File: config.mk
export PLATFORM = sky130hd
export DESIGN_NAME = sts_flag_reg
export DESIGN_NICKNAME = d
export VERILOG_FILES = /design/src/rtl/sts_pkg.sv /design/src/rtl/sts_arith_eval.sv /design/src/rtl/sts_power_fsm.sv /design/src/rtl/sts_flag_reg.sv
export SDC_FILE = /design/constraint.sdc
export NUM_CORES = 1
export LEC_CHECK = 0
export BUFFER_PORTS_ARGS = -buffer_cell sky130_fd_sc_hd__buf_2
export CORE_MARGIN = 2
export CORE_UTILIZATION = 44
export CTS_CLUSTER_SIZE = 28
export DETAILED_ROUTE_END_ITERATION = 16
export GPL_TIMING_DRIVEN = 0
export PLACE_DENSITY = 0.92
export SLEW_MARGIN = 20
export SYNTH_ARGS = -nofsm -noshare
export SYNTH_HDL_FRONTEND = slang
export SYNTH_SLANG_ARGS = --single-unit
File: constraint.sdc
create_clock -name clk -period 1.6 [get_ports clk]
set_input_delay 0.24 -clock clk [delete_from_list [all_inputs] [get_ports clk]]
set_output_delay 0.24 -clock clk [all_outputs]
set_load 0.01 [all_outputs]
File: src/rtl/sts_pkg.sv
package sts_pkg;
    localparam int STS_W = 8;

    // Bit positions within the status word (read layout is behaviour)
    localparam int BIT_C   = 0;
    localparam int BIT_AC  = 1;
    localparam int BIT_Z   = 2;
    localparam int BIT_OV  = 3;
    localparam int BIT_PDF = 4;
    localparam int BIT_TO  = 5;

    typedef enum logic [2:0] {
        OPC_NONE  = 3'd0,
        OPC_ADD   = 3'd1,
        OPC_SUB   = 3'd2,
        OPC_LOGIC = 3'd3,
        OPC_ROT   = 3'd4
    } opc_t;

    typedef struct packed {
        logic ov;
        logic z;
        logic ac;
        logic c;
    } arith_flags_t;

    typedef enum logic [1:0] {
        PWR_RUN      = 2'd0,
        PWR_HALT     = 2'd1,
        PWR_WDT      = 2'd2,
        PWR_WDT_HALT = 2'd3
    } pwr_state_t;
endpackage

File: src/rtl/sts_arith_eval.sv
module sts_arith_eval
    import sts_pkg::*;
#(
    parameter int DATA_W = 8
) (
    input  logic [2:0]        opc,
    input  logic [DATA_W-1:0] opa,
    input  logic [DATA_W-1:0] opb,
    input  logic [DATA_W-1:0] result,
    input  logic              rot_cout,
    output arith_flags_t      nxt_val,
    output arith_flags_t      upd_mask
);
    localparam int NIB_W = DATA_W / 2;

    logic              is_sub;
    logic [DATA_W-1:0] b_eff;
    logic [DATA_W:0]   full_sum;
    logic [NIB_W:0]    nib_sum;
    logic              msb_cin;

    // Subtraction is a + ~b + 1, so carry out means "no borrow"
    assign is_sub   = (opc == OPC_SUB);
    assign b_eff    = is_sub ? ~opb : opb;
    assign full_sum = {1'b0, opa} + {1'b0, b_eff} + {{DATA_W{1'b0}}, is_sub};
    assign nib_sum  = {1'b0, opa[NIB_W-1:0]} + {1'b0, b_eff[NIB_W-1:0]}
                    + {{NIB_W{1'b0}}, is_sub};
    assign msb_cin  = opa[DATA_W-1] ^ b_eff[DATA_W-1] ^ full_sum[DATA_W-1];

    always_comb begin
        nxt_val  = '0;
        upd_mask = '0;
        case (opc)
            OPC_ADD, OPC_SUB: begin
                nxt_val.c  = full_sum[DATA_W];
                nxt_val.ac = nib_sum[NIB_W];
                nxt_val.z  = ~|result;
                nxt_val.ov = msb_cin ^ full_sum[DATA_W];
                upd_mask   = '{ov: 1'b1, z: 1'b1, ac: 1'b1, c: 1'b1};
            end
            OPC_LOGIC: begin
                nxt_val.z  = ~|result;
                upd_mask.z = 1'b1;
            end
            OPC_ROT: begin
                nxt_val.c  = rot_cout;
                upd_mask.c = 1'b1;
            end
            default: begin
                nxt_val  = '0;
                upd_mask = '0;
            end
        endcase
    end
endmodule

File: src/rtl/sts_power_fsm.sv
module sts_power_fsm
    import sts_pkg::*;
(
    input  logic clk,
    input  logic rst_n,
    input  logic halt_evt,
    input  logic clrwdt_evt,
    input  logic wdt_tmo_evt,
    output logic pdf,
    output logic to
);
    pwr_state_t state_q, state_d;

    // State register
    always_ff @(posedge clk or negedge rst_n) begin
        if (!rst_n) state_q <= PWR_RUN;
        else        state_q <= state_d;
    end

    // Transitions: timeout always lands in a TO state; halt beats clear for PDF
    always_comb begin
        state_d = state_q;
        unique case (state_q)
            PWR_RUN: begin
                if (wdt_tmo_evt)   state_d = halt_evt ? PWR_WDT_HALT : PWR_WDT;
                else if (halt_evt) state_d = PWR_HALT;
                else               state_d = PWR_RUN;
            end
            PWR_HALT: begin
                if (wdt_tmo_evt)     state_d = (halt_evt || !clrwdt_evt) ? PWR_WDT_HALT : PWR_WDT;
                else if (halt_evt)   state_d = PWR_HALT;
                else if (clrwdt_evt) state_d = PWR_RUN;
                else                 state_d = PWR_HALT;
            end
            PWR_WDT: begin
                if (wdt_tmo_evt)     state_d = halt_evt ? PWR_WDT_HALT : PWR_WDT;
                else if (halt_evt)   state_d = PWR_HALT;
                else if (clrwdt_evt) state_d = PWR_RUN;
                else                 state_d = PWR_WDT;
            end
            PWR_WDT_HALT: begin
                if (wdt_tmo_evt)     state_d = (halt_evt || !clrwdt_evt) ? PWR_WDT_HALT : PWR_WDT;
                else if (halt_evt)   state_d = PWR_HALT;
                else if (clrwdt_evt) state_d = PWR_RUN;
                else                 state_d = PWR_WDT_HALT;
            end
        endcase
    end

    // Output decode
    always_comb begin
        pdf = 1'b0;
        to  = 1'b0;
        unique case (state_q)
            PWR_RUN:      begin pdf = 1'b0; to = 1'b0; end
            PWR_HALT:     begin pdf = 1'b1; to = 1'b0; end
            PWR_WDT:      begin pdf = 1'b0; to = 1'b1; end
            PWR_WDT_HALT: begin pdf = 1'b1; to = 1'b1; end
        endcase
    end
endmodule

File: src/rtl/sts_flag_reg.sv
module sts_flag_reg
    import sts_pkg::*;
#(
    parameter int DATA_W = 8
) (
    input  logic              clk,
    input  logic              rst_n,
    input  logic [2:0]        op_class,
    input  logic [DATA_W-1:0] opa,
    input  logic [DATA_W-1:0] opb,
    input  logic [DATA_W-1:0] result,
    input  logic              rot_cout,
    input  logic              halt_evt,
    input  logic              clrwdt_evt,
    input  logic              wdt_tmo_evt,
    input  logic              wr_en,
    input  logic [3:0]        wr_flags,
    output logic              flag_c,
    output logic              flag_ac,
    output logic              flag_z,
    output logic              flag_ov,
    output logic              flag_pdf,
    output logic              flag_to,
    output logic [STS_W-1:0]  rd_data
);
    localparam int AF_W = $bits(arith_flags_t);

    arith_flags_t af_q, af_nxt, af_mask;
    logic         op_any;

    sts_arith_eval #(.DATA_W(DATA_W)) eval_i (
        .opc      (op_class),
        .opa      (opa),
        .opb      (opb),
        .result   (result),
        .rot_cout (rot_cout),
        .nxt_val  (af_nxt),
        .upd_mask (af_mask)
    );

    sts_power_fsm pwr_i (
        .clk         (clk),
        .rst_n       (rst_n),
        .halt_evt    (halt_evt),
        .clrwdt_evt  (clrwdt_evt),
        .wdt_tmo_evt (wdt_tmo_evt),
        .pdf         (flag_pdf),
        .to          (flag_to)
    );

    assign op_any = |af_mask;

    // Per-bit flag storage: operation update beats software write
    for (genvar i = 0; i < AF_W; i++) begin : g_af
        always_ff @(posedge clk or negedge rst_n) begin
            if (!rst_n)          af_q[i] <= 1'b0;
            else if (af_mask[i]) af_q[i] <= af_nxt[i];
            else if (wr_en && !op_any) af_q[i] <= wr_flags[i];
        end
    end

    assign flag_c  = af_q.c;
    assign flag_ac = af_q.ac;
    assign flag_z  = af_q.z;
    assign flag_ov = af_q.ov;

    always_comb begin
        rd_data          = '0;
        rd_data[BIT_C]   = af_q.c;
        rd_data[BIT_AC]  = af_q.ac;
        rd_data[BIT_Z]   = af_q.z;
        rd_data[BIT_OV]  = af_q.ov;
        rd_data[BIT_PDF] = flag_pdf;
        rd_data[BIT_TO]  = flag_to;
    end
endmodule

==> results.cfg <==
[clocking]
worstSkewPairLatency_ns = 0.25
cts_tree = built
maximum_root_to_sink_buffer_count = 2
cts.sink_count = 6
cts.clk_slew.worst_paths_ns = 0.05
master_cell_of_the_clock_root_buffer = sky130_fd_sc_hd__clkbuf_4
cts-buffers-inserted = 3
cts_htree_levels = 1

[floorplan]
io_pins = 52
die_height_um = 45.4
effective_utilization_at_floorplan = 0.484
rows = 14
fp.dieW_um = 45.4
dieArea_sq_um = 2060
core_region_area_sq_um = 1560

[place]
port-buffer-count = 49
placement.cell_area_sq_um = 1050
dp_hpwl_um = 1500
gp_congestion = 0.768

[synth]
most_frequent_cells_after_synthesis = sky130_fd_sc_hd__buf_4 (9), sky130_fd_sc_hd__xor2_1 (8), sky130_fd_sc_hd__a21oi_1 (7), sky130_fd_sc_hd__ha_1 (7), sky130_fd_sc_hd__dfrtp_1 (6)
synthCells = 88
synthXorXnorAreaFrac = 0.0929
synth_compound_gate_area_share = 0.235
synth_top_family_by_area = compound AO/OA/AOI/OAI gates
post_synth_mux_area_share = 0.0265
post-synth-top-area-fraction = 0.199
yosys.area_share.adder = 0.143
netlist-cell-type-count = 35
register_bit_total_from_synthesis = 6
post_synthesis_cell_area_sq_um = 754
number_of_enable_flip_flop_cells_after_synthesis = 0
async_reset_ff_frac = 1.00
postSynthAreaPerCell_sq_um = 8.57
synth_warnings = 0
post-synth-top-count-cell = sky130_fd_sc_hd__buf_4
yosysTopAreaCell = sky130_fd_sc_hd__dfrtp_1
synth_top_flop_cell = sky130_fd_sc_hd__dfrtp_1
yosys.area_share.simple = 0.172
ys_top_cells_by_area = sky130_fd_sc_hd__dfrtp_1 (20%), sky130_fd_sc_hd__ha_1 (12%), sky130_fd_sc_hd__xor2_1 (9.3%)
synth.yosys.seq_area_share = 0.199

[detailed_routing]
detailedRoute.firstIterationViolations = 11
detail_route.vias_per_cell = 5.23
drtPass1Iterations = 4
post_drt_wl_per_cell_um = 12.3
number_of_remaining_drc_errors = 0
dr_total_vias = 857
route.final.wire_length_um = 2010
ant_nets = 0

[critical_path]
worst-endpoint-required_ns = 1.73
timing.critical_path.slowest_stage_cell = sky130_fd_sc_hd__ha_2
crit_path_end_kind = register
critical_path.cell_chain = buf_8, nor2b_4, and2_4, xor2_1, ha_2, o21a_1, o221ai_2, o211ai_2, mux2i_1, o21ai_1
worst_r2r_path_depth = 4
cp.depth = 10
critical_setup_path_class = in2reg
worst_setup_path_start_kind = input port
worst_ep_arrival_time_ns = 1.82
max_stage_delay_ns = 0.31
critPathBufInv = 1
critical_path_peak_fanout = 5
critPathTopFamily = compound AO/OA/AOI/OAI gates

[power_and_ir_drop]
areal_power_density_over_the_cells_nw_per_um2 = 593
vdd_drop_max_mv = 0.493
power.total_uw = 689
power.leakage_nw = 0.628

[sta]
final.period_utilization = 1.05
report.final.setup_viol = 2
maximum_operating_frequency_mhz = 593
postLayoutSetupSlackWorst_ns = -0.0869
final_hold_viol_count = 0
worst_clock_skew_ns = 0
grt_setup_unrepaired = yes
final_number_of_max_transition_violations = 0
shortest_clock_period_the_worst_path_allows_after_layout_ns = 1.69

[layout]
final_nets = 195
area_delta_synth_final_pct = 54.1
multi_input_area_sq_um = 544
final.fill_count = 111
antenna-diode-count = 0
regArea_sq_um = 150
post_route_cells_drive_above_1_share = 0.534
finish.instance_area_sq_um = 1160

[grt]
antenna_found_initial = 0
global_route_wire_length_before_repair_um = 3080
grt_use_total = 0.206
grt_remaining_overflow = 0
first_global_vias = 755
grt_max_degree = 11

[worst_hold_path]
hold_path.class = in2reg
holdPathStages = 2

[flow_run]
max-cap-violations = 0

[run_status]
status = finished, violations left
failed_checks = negative setup slack
## cell usage in the layout (no fill, tap or decap), drive strengths merged, types with 2 or more instances in the layout
cell type / count
ha: 7
inv: 4
a21o: 3
nor2b: 2
maj3: 2
clkbuf: 5
a21oi: 7
conb: 2
buf: 65
nand2: 2
xor2: 8
mux2i: 2
dfrtp: 6
o21ai: 3
nand2b: 4
o22ai: 2
nor2: 4
nor3: 2
o211ai: 3
nand3: 2
## per-stage QoR
stage	util	instances	hold WS (ns)	worst slack [ns]	TNS (ns)
3_3_place_gp	0.673	154	0.0673	-0.569	-1.52
4_1_cts	0.724	161	0.171	-0.135	-0.242
5_1_grt	0.746	164	0.179	-0.180	-0.363
2_1_floorplan	-	89	-0.0556	-0.274	-0.636
3_5_place_dp	0.673	154	0.0662	-0.612	-1.66
6_report	0.746	164	0.176	-0.0869	-0.154
## area by class of cell
| type | count | share of cell area |
|---|---|---|
| multi-input combinational | 67 | 0.468 |
| timing repair buffer | 57 | 0.288 |
| sequential | 6 | 0.129 |
| buffer | 11 | 0.0624 |
| clock buffer | 3 | 0.0194 |
| tap | 16 | 0.0172 |
| inverter | 4 | 0.0151 |
## worst reg2reg max path, cell delays in order (launching register included)
cell and delay [ns]:
sky130_fd_sc_hd__dfrtp_1 0.41, sky130_fd_sc_hd__a32oi_1 0.16, sky130_fd_sc_hd__o22ai_1 0.10, sky130_fd_sc_hd__a21oi_1 0.13, sky130_fd_sc_hd__o21ai_1 0.08
## flip-flops by register name, indices dropped and copies added (netlist names)
name / flops
pwr_i.state_q: 2
flag_ac: 1
flag_c: 1
flag_ov: 1
flag_z: 1
## path summary, 6_finish.rpt
| path | startpoint | endpoint | slack, ns |
|---|---|---|---|
| min | wdt_tmo_evt | pwr_i.state_q[1]$_DFF_PN0_ | 0.18 |
| min in group asynchronous | rst_n | flag_c$_DFFE_PN0P_ | 0.34 |
| max | op_class[1] | flag_ov$_DFFE_PN0P_ | -0.09 |
| max reg2reg | flag_ov$_DFFE_PN0P_ | flag_ov$_DFFE_PN0P_ | 0.61 |
| max in group asynchronous | rst_n | pwr_i.state_q[0]$_DFF_PN0_ | 1.12 |
| min reg2reg | pwr_i.state_q[1]$_DFF_PN0_ | pwr_i.state_q[1]$_DFF_PN0_ | 0.47 |
## logic make-up (layout without fill, tap and decap cells)
logic type,Yosys count,in the layout
multiplexers,2,2
AO/OA/AOI/OAI,25,25
AND/OR/NAND/NOR,21,21
buffers and inverters,16,75
adder cells (fa/ha/maj),9,9
flip-flops,6,6
XOR/XNOR,8,8
other,1,2
## what timing repair did
action | in CTS | in global routing
resized for setup | 9 | 3
endpoints found under the setup margin | 3 | 3
setup buffers | 4 | 3
hold buffers | 1 | 0
pin swaps | 9 | 6
endpoints found under the hold margin | 6 | 0
## metal layers
layer	vias up	wire length, um	GRT usage
met4	0	12	0.0882
met1	398	868	0.262
met5	-	0	0
met3	2	91	0.0357
li1	429	-	-
met2	28	1040	0.338
## where the power goes
| group | internal [mW] | leakage (nW) | switching, mW |
|---|---|---|---|
| Sequential | 0.173 | 0.0711 | 0.0178 |
| Clock | 0.0849 | 0.0138 | 0.0559 |
| Combinational | 0.193 | 0.543 | 0.164 |
| Total | 0.452 | 0.628 | 0.237 |
No activity file was read; power rests on OpenSTA's default activity.
